File: src/rtl/clkmode_pkg.sv
package clkmode_pkg;
  localparam int N_OUT    = 6;
  localparam int WORD_W   = 16;
  localparam int GRP_LSB  = 0;
  localparam int RATE_LSB = 2;
  localparam int EN_LSB   = 4;
  localparam int TAG_LSB  = EN_LSB + N_OUT;
  localparam int TAG_W    = WORD_W - TAG_LSB;
  localparam logic [TAG_W-1:0] WORD_TAG = 6'b011100;

  typedef enum logic [1:0] {
    GRP_48K  = 2'b00,
    GRP_44K1 = 2'b01,
    GRP_32K  = 2'b10,
    GRP_RSVD = 2'b11
  } grp_e;

  typedef struct packed {
    grp_e             grp;
    logic             dbl;
    logic [N_OUT-1:0] en;
  } cfg_t;

  localparam cfg_t CFG_RESET = '{grp: GRP_48K, dbl: 1'b0, en: {N_OUT{1'b1}}};
endpackage

File: src/rtl/cm_sync.sv
module cm_sync #(
  parameter int W      = 1,
  parameter int STAGES = 2
) (
  input  logic         clk,
  input  logic         arst_n,
  input  logic [W-1:0] d,
  output logic [W-1:0] q
);
  logic [STAGES-1:0][W-1:0] stg_q;

  always_ff @(posedge clk or negedge arst_n) begin
    if (!arst_n) begin
      stg_q <= '0;
    end else begin
      stg_q[0] <= d;
      for (int i = 1; i < STAGES; i++) stg_q[i] <= stg_q[i-1];
    end
  end

  assign q = stg_q[STAGES-1];
endmodule

File: src/rtl/cm_rst_stretch.sv
module cm_rst_stretch #(
  parameter int CYCLES = 1024
) (
  input  logic clk,
  input  logic arst_n,
  output logic run
);
  localparam int CW = $clog2(CYCLES + 1);

  logic [CW-1:0] cnt_q, cnt_d;
  logic          run_d;

  always_comb begin
    cnt_d = cnt_q;
    run_d = run;
    if (!run) begin
      cnt_d = cnt_q + 1'b1;
      if (cnt_q == CW'(CYCLES - 1)) run_d = 1'b1;
    end
  end

  always_ff @(posedge clk or negedge arst_n) begin
    if (!arst_n) begin
      cnt_q <= '0;
      run   <= 1'b0;
    end else begin
      cnt_q <= cnt_d;
      run   <= run_d;
    end
  end

  // once released, internal reset stays released until a reset input falls
  p_run_sticky_r10: assert property (@(posedge clk) disable iff (!arst_n)
    run |=> run);
endmodule

File: src/rtl/cm_serial_rx.sv
module cm_serial_rx #(
  parameter int WORD_W = 16
) (
  input  logic              clk,
  input  logic              arst_n,
  input  logic              active,
  input  logic              strobe_s,
  input  logic              sclk_s,
  input  logic              sdat_s,
  output logic [WORD_W-1:0] word,
  output logic              commit
);
  logic              sclk_q, strobe_q;
  logic              sclk_rise, strobe_rise;
  logic [WORD_W-1:0] word_d;

  assign sclk_rise   = sclk_s & ~sclk_q;
  assign strobe_rise = strobe_s & ~strobe_q;
  assign commit      = active & strobe_rise;

  always_comb begin
    word_d = word;
    if (active && sclk_rise) word_d = {word[WORD_W-2:0], sdat_s};
  end

  always_ff @(posedge clk or negedge arst_n) begin
    if (!arst_n) begin
      sclk_q   <= 1'b0;
      strobe_q <= 1'b0;
      word     <= '0;
    end else begin
      sclk_q   <= sclk_s;
      strobe_q <= strobe_s;
      word     <= word_d;
    end
  end
endmodule

File: src/rtl/clkmode_ctrl.sv
module clkmode_ctrl
  import clkmode_pkg::*;
#(
  parameter int STRETCH_CYCLES = 1024,
  parameter int SYNC_STAGES    = 2
) (
  input  logic             clk_mst,
  input  logic             ext_rst_n,
  input  logic             por_n,
  input  logic             mode_hw,
  input  logic             pin_a,
  input  logic             pin_b,
  input  logic             pin_c,
  output logic [1:0]       grp_sel,
  output logic             dbl_rate,
  output logic [N_OUT-1:0] out_en,
  output logic             cfg_pulse,
  output logic             rst_busy
);
  logic              arst_n;
  logic              run;
  logic              hw_s, a_s, b_s, c_s;
  logic [WORD_W-1:0] word;
  logic              commit;
  logic              word_ok;
  cfg_t              cfg_q, cfg_d;
  logic              pulse_d;

  assign arst_n = ext_rst_n & por_n;

  cm_sync #(.W(4), .STAGES(SYNC_STAGES)) u_sync (
    .clk    (clk_mst),
    .arst_n (arst_n),
    .d      ({mode_hw, pin_a, pin_b, pin_c}),
    .q      ({hw_s, a_s, b_s, c_s})
  );

  cm_rst_stretch #(.CYCLES(STRETCH_CYCLES)) u_stretch (
    .clk    (clk_mst),
    .arst_n (arst_n),
    .run    (run)
  );

  cm_serial_rx #(.WORD_W(WORD_W)) u_rx (
    .clk      (clk_mst),
    .arst_n   (arst_n),
    .active   (run & ~hw_s),
    .strobe_s (a_s),
    .sclk_s   (b_s),
    .sdat_s   (c_s),
    .word     (word),
    .commit   (commit)
  );

  // word acceptance: tag, group and rate fields must all be legal
  assign word_ok = (word[TAG_LSB +: TAG_W] == WORD_TAG)
                && (word[GRP_LSB +: 2] != GRP_RSVD)
                && (word[RATE_LSB + 1] == 1'b0);

  always_comb begin
    cfg_d = cfg_q;
    if (!run) begin
      cfg_d = CFG_RESET;
    end else if (hw_s) begin
      if ({b_s, c_s} != GRP_RSVD) cfg_d.grp = grp_e'({b_s, c_s});
      cfg_d.dbl = a_s;
      cfg_d.en  = {N_OUT{1'b1}};
    end else if (commit && word_ok) begin
      cfg_d.grp = grp_e'(word[GRP_LSB +: 2]);
      cfg_d.dbl = word[RATE_LSB];
      cfg_d.en  = word[EN_LSB +: N_OUT];
    end
    pulse_d = run && ((cfg_d.grp != cfg_q.grp) || (cfg_d.dbl != cfg_q.dbl));
  end

  always_ff @(posedge clk_mst or negedge arst_n) begin
    if (!arst_n) begin
      cfg_q     <= CFG_RESET;
      cfg_pulse <= 1'b0;
    end else begin
      cfg_q     <= cfg_d;
      cfg_pulse <= pulse_d;
    end
  end

  assign grp_sel  = cfg_q.grp;
  assign dbl_rate = cfg_q.dbl;
  assign out_en   = cfg_q.en;
  assign rst_busy = ~run;

  // the reserved group code never reaches the output
  p_grp_legal_r4: assert property (@(posedge clk_mst) disable iff (!arst_n)
    grp_sel != 2'b11);

  // defaults held for the whole reset and stretch period
  p_reset_defaults_r9: assert property (@(posedge clk_mst) disable iff (!arst_n)
    rst_busy |-> (grp_sel == 2'b00 && !dbl_rate && &out_en));

  // strap mode keeps every output enabled
  p_hw_all_on_r8: assert property (@(posedge clk_mst) disable iff (!arst_n)
    (hw_s && $past(hw_s)) |-> &out_en);

  // in serial mode nothing changes without a commit
  p_sw_hold_r2: assert property (@(posedge clk_mst) disable iff (!arst_n)
    (run && !hw_s && !commit) |=> ($stable(grp_sel) && $stable(dbl_rate) && $stable(out_en)));

  // a notice only accompanies a real group or rate change
  p_pulse_cause_r11: assert property (@(posedge clk_mst) disable iff (!arst_n)
    cfg_pulse |-> ((grp_sel != $past(grp_sel)) || (dbl_rate != $past(dbl_rate))));

  // every group or rate change carries a notice
  p_change_flag_r11: assert property (@(posedge clk_mst) disable iff (!arst_n)
    ((grp_sel != $past(grp_sel)) || (dbl_rate != $past(dbl_rate))) |-> cfg_pulse);
endmodule

File: config.mk
export PLATFORM = sky130hd
export DESIGN_NAME = clkmode_ctrl
export DESIGN_NICKNAME = d
export VERILOG_FILES = /design/src/rtl/clkmode_pkg.sv /design/src/rtl/cm_sync.sv /design/src/rtl/cm_rst_stretch.sv /design/src/rtl/cm_serial_rx.sv /design/src/rtl/clkmode_ctrl.sv
export SDC_FILE = /design/constraint.sdc
export NUM_CORES = 1
export LEC_CHECK = 0
export ABC_AREA = 1
export ABC_CLOCK_PERIOD_IN_PS = 1700
export BUFFER_PORTS_ARGS = -buffer_cell sky130_fd_sc_hd__clkbuf_2
export CAP_MARGIN = 20
export CORE_UTILIZATION = 55
export CTS_CLUSTER_SIZE = 16
export DETAILED_ROUTE_END_ITERATION = 7
export HOLD_SLACK_MARGIN = 0.08
export PLACE_DENSITY = 0.84
export SYNTH_ARGS = -nofsm -noshare
export SYNTH_HDL_FRONTEND = slang
export SYNTH_SLANG_ARGS = --single-unit
File: constraint.sdc
create_clock -name clk_mst -period 1.7 [get_ports clk_mst]
set_input_delay 0.34 -clock clk_mst [delete_from_list [all_inputs] [get_ports clk_mst]]
set_output_delay 0.34 -clock clk_mst [all_outputs]
set_load 0.005 [all_outputs]
# Word-level counts from Yosys, hierarchy flattened
# Cells that the tools add are included.
# Widths: inputs -> output; s select.
# totals
register_bits,48
latch_bits,0
mem_bits_rw,0
rom_bits,0
n_memories,0
# op_classes
n_addsub,1
mul,0
n_div,0
order_cmp,0
eq_ne,7
shifts,0
n_mux,6
bitwise_logic,10
n_reduce_logical,6
# ops
cell,count
$mux 9,3
$add 11x1->11 const B,1
$eq 11x10->1 const B,1
$eq 6x5->1 const B,1
$and 1x1->1,5
$logic_and 1x1->1,5
$not 1->1,5
$ne 2x2->1 const B,2
$ne 3x3->1 const B,1
$mux 1,2
$mux 2,1
$ne 2x2->1,1
$logic_or 1x1->1,1
$ne 1x1->1,1

# Depth between registers and ports, before layout
# Gate-level depths: netlist of the first run.
# depth
ltp_word,10
ltp_mapped,12

# Modules after synthesis
# Synthesis of the first run repeated with hierarchy kept, for this count alone.
# hier_totals
hier_cells,252
hier_area_um2,2301.0
# by_module_without_submodules
mod,instances,cells_each,area_per_inst_um2,seq_area_each_um2
cm_serial_rx,1,76,745.7,450.4
clkmode_ctrl,1,95,719.4,257.7
cm_rst_stretch,1,69,605.6,300.3
cm_sync,1,12,230.2,200.2

# Worst setup path before layout of the first run
# Ideal clock, no wire load.
# synth_timing
path_kind,reg-to-reg
startpoint,reg u_sync.stg_q (netlist bit u_sync.q[3])
endpoint,reg cfg_pulse
setup_time_ns,0.119
arrival_ns,1.172
required_ns,1.581
path_slack_ns,0.409
path_stages_with_launch,11
n_path_buf,0
path_cell_list,dfrtp_1 -> inv_2 -> nand3_1 -> nor2_2 -> nand2_1 -> nand2_1 -> nand3_2 -> nand3_1 -> nand3_1 -> nor2_1 -> nor2_1
# synth_via
elab_chain_cells,10
# synth_rtl
item,line,source
from (decl),cm_sync.sv:10,logic [STAGES-1:0][W-1:0] stg_q;
$not 1->1,clkmode_ctrl.sv:47,".active (run & ~hw_s),"
$and 1x1->1,clkmode_ctrl.sv:47,
$and 1x1->1,cm_serial_rx.sv:19,assign commit = active & strobe_rise;
$logic_and 1x1->1,clkmode_ctrl.sv:68,end else if (commit && word_ok) begin
$mux 9,clkmode_ctrl.sv:68,
$mux 9 (*),clkmode_ctrl.sv:64,end else if (hw_s) begin
$mux 9 (*),clkmode_ctrl.sv:62,if (!run) begin
$ne 2x2->1 / $ne 1x1->1 (equally long branches),clkmode_ctrl.sv:73,pulse_d = run && ((cfg_d.grp != cfg_q.grp) || (cfg_d.dbl != cfg_q.dbl));
$logic_or 1x1->1 (*),clkmode_ctrl.sv:73,
$logic_and 1x1->1 (*),clkmode_ctrl.sv:73,
named net pulse_d,clkmode_ctrl.sv:27,logic pulse_d;
to (signal assigned),clkmode_ctrl.sv:82,cfg_pulse <= pulse_d;
to (decl),clkmode_ctrl.sv:17,"output logic cfg_pulse,"
# Mark *: on every way through the listed nets, which the timed path passes. The rest lies on a longest branch. The select of a mux whose other input is x is not followed.
# A chain may end at the register's enable or synchronous reset.

# Final worst setup path of the first run
# layout_timing
startpoint,reg u_stretch.run
endpoint,out rst_busy
# layout_via
elab_chain_cells,1
# layout_rtl
item,line,source
from (decl),cm_rst_stretch.sv:6,output logic run
from (signal assigned),cm_rst_stretch.sv:28,run <= run_d;
$not 1->1,clkmode_ctrl.sv:89,assign rst_busy = ~run;
to (decl),clkmode_ctrl.sv:18,output logic rst_busy
# No other way between the ends.

==> results of run 1 <==
Yosys cell counts (2+ instances only):
cell type,n
o21ai_0,17
nand4_1,2
xnor2_1,4
nor2_1,15
nand2_1,45
a21oi_1,10
inv_1,24
nand3_2,2
o211ai_1,3
nor2_4,2
dfstp_2,6
xor2_1,4
dfrtp_1,42
nor2_2,2
nand3_1,18
nand2_2,2
buf_2,3
layout make-up:
class | count | area (um^2) | share of cell area
inverters | 26 | 98.8 | 0.0431
clock buffers | 8 | 90.1 | 0.0393
multi-input cells | 132 | 689 | 0.301
well taps | 46 | 57.6 | 0.0251
flip-flops and latches | 48 | 1210 | 0.528
repair buffers | 22 | 148 | 0.0644
layer usage:
metal	global-route usage	part of all wire
met1	0.253	0.47
met2	0.318	0.46
met3	0.0547	0.056
met4	0.0959	0.018
met5	0	0
final timing paths:
path,startpoint,endpoint,cells after the start
hold reg to reg,u_sync.stg_q[2]$_DFF_PN0_,u_sync.q[2]$_DFF_PN0_,0
setup / recovery,u_stretch.run$_DFF_PN0_,rst_busy,3
setup reg to reg,u_sync.q[3]$_DFF_PN0_,cfg_pulse$_DFF_PN0_,10
hold / removal,por_n,u_sync.q[1]$_DFF_PN0_,4
min in group clk_mst,pin_c,u_sync.stg_q[0]$_DFF_PN0_,1
max in group asynchronous,ext_rst_n,out_en[5]$_DFFE_PN1P_,4
registers in the layout, indices dropped and copies added (netlist names):
register and count:
u_sync.q 4, u_sync.stg_q 4, u_stretch.cnt_q 11, u_rx.word 16, out_en 6, u_rx.strobe_q 1
u_stretch.run 1, cfg_pulse 1, dbl_rate 1, grp_sel 2, u_rx.sclk_q 1
repair_timing:
item                       in CTS  in global routing
setup buffers                   0                  1
setup endpoints to repair       0                  1
resized for setup               0                  1
per-stage QoR:
stage	total power, mW	util	cell area [um^2]	hold slack (ns)	setup slack [ns]
5_1_grt	1.96	0.666	2290	0.111	0.0225
2_1_floorplan	1.21	-	2030	0.331	0.183
6_report	1.89	0.666	2290	0.0805	0.222
3_5_place_dp	1.23	0.638	2190	0.336	0.231
4_1_cts	1.90	0.664	2280	0.100	0.113
3_3_place_gp	1.23	0.638	2190	0.332	0.262
power breakdown:
part	leakage (nW)	switching [mW]	internal, mW
clock	0.0455	0.344	0.332
sequential	0.616	0.00772	1.15
combinational	0.440	0.0336	0.0175
critical path, cell delays in order, from the launching register on:
cell	delay, ns
dfrtp_2	0.47
clkinv_2	0.09
buf_4	0.17
clkbuf_2	0.11
kinds of logic (layout without fill, tap and decap cells):
logic type                 count (synthesis)  after routing  synth area share
and+or+nand+nor                           93             93             0.221
adders and majority gates                  1              1           0.00616
buffers and inverters                     31             56            0.0653
DFF                                       48             48             0.595
AOI/OAI and AO/OA                         30             30            0.0776
xor gates and xnor gates                   8              8            0.0345
==> flow_summary.json, run 1 <==
{
  "cp_data_required_time_ns": 1.36,
  "firstDrtPassIters": 5,
  "portBuffers": 17,
  "power_density_mw_per_mm2": 823,
  "numPlacedInstances": 273,
  "cp_max_fo": 8,
  "clock_skew_ns": 0.00449,
  "htree_num_levels": 2,
  "place_hpwl_mm": 2.38,
  "power.leakage_nw": 1.10,
  "async_reset_ff_frac": 1.00,
  "grt_max_degree": 49,
  "status": "finished, final reports clean",
  "initial_core_util": 0.590,
  "cts_buffers": 5,
  "slew_violations": 0,
  "max_slew.worst_pin.slew_ns": 0.309,
  "synthDistinctLibCells": 27,
  "rows": 21,
  "clk_pin_slew_worst_paths_ns": 0.08,
  "die_x_um": 62.8,
  "grt_antenna_before_repair": 0,
  "drc_errors": 0,
  "max_slew_margin": 0.792,
  "final_common_cell": "nand2_1",
  "synth_top_area_share": 0.518,
  "critPathLaunchType": "flop",
  "worstSetupEndpointType": "primary output",
  "period_share": 0.869,
  "timing.final.crit_period_ns": 1.48,
  "clockRootBuffer": "clkbuf_8",
  "final_cells": 282,
  "die_height_um": 62.8,
  "grt_pass1_vias": 1376,
  "setup_viol": 0,
  "num_antenna_cells": 0,
  "arrival_ns": 1.14,
  "rrSetupSlack_ns": 0.24,
  "vdd_drop_max_mv": 0.594,
  "place_congestion": 0.809,
  "fillCellCount": 268,
  "max_freq_mhz": 677,
  "ctsLongestPathBuffers": 2,
  "yosysWarningCount": 0,
  "synth_seq_area_share": 0.595,
  "synth_edf_count": 0,
  "final_cell_mix": "nand2_1 (45), dfrtp_1 (41), inv_1 (23), nand3_1 (18)",
  "insertion_delay_ns": 0.30,
  "drt-total-wl_mm": 3.36,
  "ys_seq_elements": 48,
  "setup-tns-final_ns": 0,
  "synth_area_leader_cell": "dfrtp_1",
  "drive_gt1_frac": 0.216,
  "syn2layout_area_growth_pct": 12.9,
  "ios": 18,
  "dieArea_mm2": 0.00394,
  "syn_nets": 219,
  "synthFlopType": "dfrtp_1",
  "syn-instance-count": 211,
  "num_vias": 1423,
  "final_nets": 243,
  "synthTopCellsByArea": "dfrtp_1 (52%), nand2_1 (8.3%), dfstp_2 (7.8%)",
  "clock_sinks": 48,
  "grt_setup_unrepaired": "false",
  "gr-total-overflow": 0,
  "coreArea_mm2": 0.00344,
  "grt_use_total": 0.200,
  "wl_per_cell_um": 11.9,
  "drv_cap": 0,
  "drt-initial-drc-count": 96,
  "synth_area_mm2": 0.00203,
  "critPathKind": "flop to primary output",
  "hold_buffers": 0,
  "grt_pass1_wl_mm": 5.97,
  "via_per_inst": 5.05,
  "hold_viol_final": 0,
  "antenna_left": 0,
  "hold_class": "input port to asynchronous set/reset pin",
  "avgSynthCellArea_um2": 9.62,
  "tritoncts": "yes"
}
No activity file was read; power rests on OpenSTA's default activity.
==> run 2: changes to the inputs <==
--- a/config.mk
+++ b/config.mk
@@ -5,10 +5,10 @@
 export SDC_FILE = /design/constraint.sdc
 export NUM_CORES = 1
 export LEC_CHECK = 0
-export ABC_AREA = 1
 export ABC_CLOCK_PERIOD_IN_PS = 1700
 export BUFFER_PORTS_ARGS = -buffer_cell sky130_fd_sc_hd__clkbuf_2
 export CAP_MARGIN = 20
+export CORE_MARGIN = 2
 export CORE_UTILIZATION = 55
 export CTS_CLUSTER_SIZE = 16
 export DETAILED_ROUTE_END_ITERATION = 7
@@ -16,4 +16,5 @@
 export PLACE_DENSITY = 0.84
 export SYNTH_ARGS = -nofsm -noshare
 export SYNTH_HDL_FRONTEND = slang
+export SYNTH_HIERARCHICAL = 1
 export SYNTH_SLANG_ARGS = --single-unit
==> run 2 against run 1 <==
Against the previous run: maximum frequency is 4.5% lower; clock skew rose by 0.0058 ns; utilization decreased by 2.8 points; critical path type is now flop to flop; critical endpoint is now out_en[0]$_DFFE_PN1P_; largest cell class unchanged; largest power group unchanged.
==> flow_summary.json, run 2 <==
{
  "status": "finished, final reports clean",
  "clockRootBuffer": "clkbuf_8",
  "setup-tns-final_ns": 0,
  "ctsLongestPathBuffers": 2,
  "dieArea_mm2": 0.00421,
  "tritoncts": "yes",
  "place_congestion": 0.814,
  "grt_use_total": 0.175,
  "clock_sinks": 48,
  "drive_gt1_frac": 0.363,
  "async_reset_ff_frac": 1.00,
  "drt-initial-drc-count": 47,
  "firstDrtPassIters": 4,
  "coreArea_mm2": 0.00361,
  "portBuffers": 17,
  "max_slew.worst_pin.slew_ns": 0.287,
  "via_per_inst": 5.32,
  "wl_per_cell_um": 14.6,
  "grt_pass1_vias": 1198,
  "cp_data_required_time_ns": 1.93,
  "avgSynthCellArea_um2": 13.8,
  "critPathLaunchType": "flop",
  "grt_setup_unrepaired": "false",
  "drt-total-wl_mm": 3.20,
  "clk_pin_slew_worst_paths_ns": 0.09,
  "rows": 22,
  "grt_max_degree": 49,
  "cp_top_family": "simple AND/OR/NAND/NOR gates",
  "dpl_worst_slack_ns": 0.123,
  "num_antenna_cells": 0,
  "ys_seq_elements": 48,
  "place_hpwl_mm": 2.23,
  "synthDistinctLibCells": 33,
  "top_register": "u_rx/word",
  "clock_skew_ns": 0.0103,
  "drc_errors": 0,
  "critPathMaxStageDelay_ns": 0.38,
  "power.leakage_nw": 1.17,
  "setup_viol": 0,
  "cts_buffers": 5,
  "numPlacedInstances": 211,
  "critPathKind": "flop to flop",
  "worstSetupEndpointType": "flop",
  "max_slew_margin": 0.807,
  "crit_path_frequent_cell": "nand2_1",
  "drv_cap": 0,
  "antenna_left": 0,
  "num_vias": 1166,
  "period_share": 0.910,
  "crit_buf_inv": 2,
  "initial_core_util": 0.565,
  "grt_pass1_wl_mm": 5.50,
  "arrival_ns": 1.78,
  "gr-total-overflow": 0,
  "die_x_um": 64.9,
  "synth_edf_count": 0,
  "yosysMostFrequentCell": "dfrtp_1",
  "syn-instance-count": 148,
  "synth_area_mm2": 0.00204,
  "synth_seq_area_share": 0.593,
  "synthFlopType": "dfrtp_1",
  "power_density_mw_per_mm2": 881,
  "hold_buffers": 0,
  "final_nets": 178,
  "cts_setup_buffers": 0,
  "largest_register_ffs": 16,
  "cp_max_fo": 6,
  "dpl_cell_area_mm2": 0.00218,
  "ios": 18,
  "vdd_drop_max_mv": 0.606,
  "hold_viol_final": 0,
  "die_height_um": 64.9,
  "timing.final.crit_period_ns": 1.55,
  "synthTopCellsByArea": "dfrtp_1 (52%), dfstp_2 (7.7%), mux2_4 (7.4%)",
  "htree_num_levels": 2,
  "fin_ws_ns": 0.152,
  "use_met1": 0.217,
  "cts.repair.resized": 0,
  "syn_nets": 156,
  "syn2layout_area_growth_pct": 13.0,
  "final_cells": 219,
  "final_common_cell": "dfrtp_1",
  "grt_use_met3": 0.0417,
  "fin_util": 0.638,
  "critPathSlowestCell": "dfrtp_2",
  "hold_class": "input port to asynchronous set/reset pin",
  "yosysWarningCount": 6,
  "yosys-top-cells-count": "dfrtp_1 (42), nand2_1 (14), mux2_4 (10), xor2_1 (10), mux2i_1 (9)",
  "busiest_layer": "met2",
  "slew_violations": 0,
  "gr-usage-met2": 0.290,
  "final_cell_area_mm2": 0.00230,
  "final_cell_mix": "dfrtp_1 (41), clkbuf_2 (17), nand2_1 (14), xor2_1 (10), mux2_4 (10)",
  "cp_cell_sequence": "inv_2, nor2_4, nand2_1, nor2_1, and4bb_1, nand3_4, buf_4, mux2i_1, nand2_1",
  "synth_area_leader_cell": "dfrtp_1",
  "insertion_delay_ns": 0.30,
  "grt_antenna_before_repair": 0,
  "max_freq_mhz": 646,
  "synth_top_area_share": 0.516
}
-- run 2: cell types whose count changed in the layout (fill, tap and decap cells not counted), sizes merged, moves of 2 or more --
cell / previous run / this run
a211oi: 0 / 2
a21oi: 10 / 5
and4bb: 0 / 2
clkbuf: 25 / 22
inv: 25 / 5
mux2: 0 / 17
mux2i: 0 / 9
nand2: 48 / 14
nand3: 20 / 2
nor2: 19 / 5
nor3: 0 / 4
o211ai: 3 / 0
o21ai: 17 / 1
xor2: 4 / 10
-- run 2: area by class of cell --
type,count,area (um^2)
fillers,261,1300
well taps,48,60.1
inverters,4,15.0
repair buffers,21,128
clock buffers,5,68.8
flip-flops and latches,48,1210
clock inverters,3,46.3
multi-input cells,90,774
-- run 2: report_power, final --
group	switching [mW]	internal (mW)	total (mW)	leakage, nW
combinational	0.0279	0.0157	0.0435	0.501
sequential	0.00990	1.15	1.16	0.616
clock	0.378	0.443	0.821	0.0548
-- run 2: per-layer routing --
metal | routed length [um] | part of all wire
met1 | 1380 | 0.43
met3 | 112 | 0.035
met5 | 0 | 0
met2 | 1660 | 0.52
met4 | 47 | 0.015
-- run 2: worst reg2reg max path, cell delays in order, from the launching register on --
cell and delay (ns):
dfrtp_2 0.38, inv_2 0.07, nor2_4 0.10, nand2_1 0.05, nor2_1 0.08, and4bb_1 0.25, nand3_4 0.12, buf_4 0.19
mux2i_1 0.17, nand2_1 0.07
-- run 2: metrics by stage --
step	power (mW)	hold slack (ns)
after global placement	1.23	0.332
final	2.03	0.132
after floorplan	1.22	0.331
after global routing	2.11	0.125
after detailed placement	1.23	0.335
after CTS	2.04	0.134
-- run 2: kinds of logic after synthesis --
family / Yosys count / synth area share
adders and majority gates: 1 / 0.00614
xor gates and xnor gates: 14 / 0.0602
muxes: 26 / 0.157
AOI/OAI and AO/OA: 11 / 0.0350
buffers and inverters: 10 / 0.0350
DFF: 48 / 0.593
and+or+nand+nor: 38 / 0.114
-- run 2: worst paths after layout --
path,startpoint,endpoint,slack [ns],cells after the start
min in group clk_mst,pin_a,u_sync/stg_q[2]$_DFF_PN0_,0.14,1
worst min-delay path,por_n,u_stretch/cnt_q[0]$_DFFE_PN0N_,0.13,3
worst max register to register,u_stretch/run$_DFF_PN0_,out_en[0]$_DFFE_PN1P_,0.15,9
worst max-delay path,u_stretch/run$_DFF_PN0_,out_en[0]$_DFFE_PN1P_,0.15,9
max in group asynchronous,ext_rst_n,out_en[1]$_DFFE_PN1P_,1.28,3
worst min register to register,u_sync/stg_q[3]$_DFF_PN0_,u_sync/q[3]$_DFF_PN0_,0.36,0
==> run 3: changes to the inputs <==
==> constraint.sdc (replaced) <==
create_clock -name clk_mst -period 1.7 [get_ports clk_mst]
set_input_delay 0.34 -clock clk_mst [delete_from_list [all_inputs] [get_ports clk_mst]]
set_output_delay 0.34 -clock clk_mst [all_outputs]
set_load 0.05 [all_outputs]
==> run 3 against run 2 <==
Against the previous run: first-iteration DRC count rose by 81%; critical path depth down 1; die area unchanged; final cell count rose by 0.46%; design area grew 1.1%; global-route usage rose by 1.3 points; sequential share of layout area fell by 0.57 points; largest cell class unchanged; largest power group unchanged; highest routed layer unchanged.
==> flow_summary.json, run 3 (same netlist as run 2, synthesis figures left out) <==
{
  "tritoncts": "yes",
  "hold_class": "input port to asynchronous set/reset pin",
  "fillCellCount": 270,
  "max_slew.worst_pin.slew_ns": 0.305,
  "place_hpwl_mm": 2.27,
  "gr-total-overflow": 0,
  "worstSetupEndpointType": "flop",
  "firstDrtPassIters": 4,
  "clock_skew_ns": 0.00608,
  "antenna_left": 0,
  "num_antenna_cells": 0,
  "cp_max_fo": 5,
  "status": "finished, final reports clean",
  "initial_core_util": 0.565,
  "final_common_cell": "dfrtp_1",
  "grt_pass1_vias": 1237,
  "worstRegToRegCells": 8,
  "grt_setup_unrepaired": "true",
  "grt_antenna_before_repair": 0,
  "drt-total-wl_mm": 3.39,
  "max_slew_margin": 0.797,
  "die_height_um": 64.9,
  "drv_cap": 0,
  "critPathLaunchType": "flop",
  "coreArea_mm2": 0.00361,
  "seqCellArea_mm2": 0.00121,
  "fin_ws_ns": 0.0296,
  "drt-initial-drc-count": 85,
  "top_register": "u_rx/word",
  "drive_gt1_frac": 0.372,
  "power_density_mw_per_mm2": 859,
  "grt_max_degree": 49,
  "critPathKind": "flop to flop",
  "place_congestion": 0.916,
  "vdd_drop_max_mv": 0.658,
  "cp_cell_sequence": "clkinvlp_4, nor2_4, nand2_1, nor2_1, and4bb_1, nand3_4, nor3_1, a31o_2",
  "critPathMaxStageDelay_ns": 0.39,
  "rrSetupSlack_ns": 0.03,
  "clk_pin_slew_worst_paths_ns": 0.08,
  "slew_violations": 0,
  "arrival_ns": 1.91,
  "wl_per_cell_um": 15.4,
  "dieArea_mm2": 0.00421,
  "holdWs_ns": 0.129,
  "fin_util": 0.645,
  "cp_data_required_time_ns": 1.94,
  "setup-tns-final_ns": 0,
  "multi_input_area_um2": 792,
  "crit_buf_inv": 1,
  "grt_use_total": 0.187,
  "max_freq_mhz": 599,
  "htree_num_levels": 2,
  "insertion_delay_ns": 0.30,
  "hold_buffers": 0,
  "rows": 22,
  "dpl_cell_area_mm2": 0.00218,
  "rr_endpoint": "cfg_pulse$_DFF_PN0_",
  "ctsLongestPathBuffers": 2,
  "die_x_um": 64.9,
  "portBuffers": 17,
  "period_share": 0.983,
  "cp_top_family": "simple AND/OR/NAND/NOR gates",
  "drc_errors": 0,
  "ios": 18,
  "num_vias": 1170,
  "final_cell_mix": "dfrtp_1 (41), clkbuf_2 (17), nand2_1 (14), xor2_1 (10), mux2_4 (10)",
  "dpl_worst_slack_ns": 0.00844,
  "clockRootBuffer": "clkbuf_8",
  "final_nets": 179,
  "clock_sinks": 48,
  "worstReg2RegStart": "u_stretch/run$_DFF_PN0_",
  "timing.final.crit_period_ns": 1.67,
  "power.leakage_nw": 1.17,
  "numPlacedInstances": 211,
  "cts_buffers": 5,
  "grt_pass1_wl_mm": 5.76,
  "critPathSlowestCell": "dfrtp_2",
  "via_per_inst": 5.32,
  "hold_viol_final": 0,
  "final_cells": 220,
  "final_cell_area_mm2": 0.00233,
  "largest_register_ffs": 16,
  "total_power_mw": 2.00,
  "syn2layout_area_growth_pct": 14.2,
  "setup_viol": 0
}
run 3: layer usage:
layer | track usage | part of all wire
met1 | 0.212 | 0.41
met2 | 0.318 | 0.53
met3 | 0.0590 | 0.037
met4 | 0.0931 | 0.021
met5 | 0 | 0
run 3: final cells by class:
class                   count  share of cell area
inverters                   4             0.00806
repair buffers             22              0.0597
clock buffers               6              0.0312
multi-input cells          90               0.340
clock inverters             2              0.0151
well taps                  48              0.0258
flip-flops and latches     48               0.520
run 3: worst min-delay path, cell delays in order:
cell and delay [ns]:
clkbuf_2 0.07, and2_2 0.15, buf_12 0.25
run 3: worst max-delay path by stage:
stage	from	to	slack, ns	depth (start not counted)
finish	u_stretch/run$_DFF_PN0_	cfg_pulse$_DFF_PN0_	0.03	8
global route	u_stretch/run$_DFF_PN0_	out_en[0]$_DFFE_PN1P_	-0.08	9
CTS	u_stretch/run$_DFF_PN0_	out_en[0]$_DFFE_PN1P_	0.02	9
detailed placement	u_stretch/run$_DFF_PN0_	out_en[0]$_DFFE_PN1P_	0.008	9
global placement	u_stretch/run$_DFF_PN0_	out_en[3]$_DFFE_PN1P_	0.15	9
floorplan	u_stretch/run$_DFF_PN0_	grp_sel[0]$_DFF_PN0_	-0.27	9
run 3: power breakdown:
part           switching [mW]  internal (mW)  leakage [nW]  total [mW]
registers              0.0101           1.15         0.616        1.16
clock network           0.355          0.436        0.0552       0.791
logic                  0.0286         0.0155         0.504      0.0441
total                   0.394           1.60          1.17        2.00
run 3: what timing repair did:
item,in CTS,in global routing
setup buffers,0,1
gates resized for setup,2,3
endpoints found under the hold margin,0,0
setup endpoints to repair,1,10
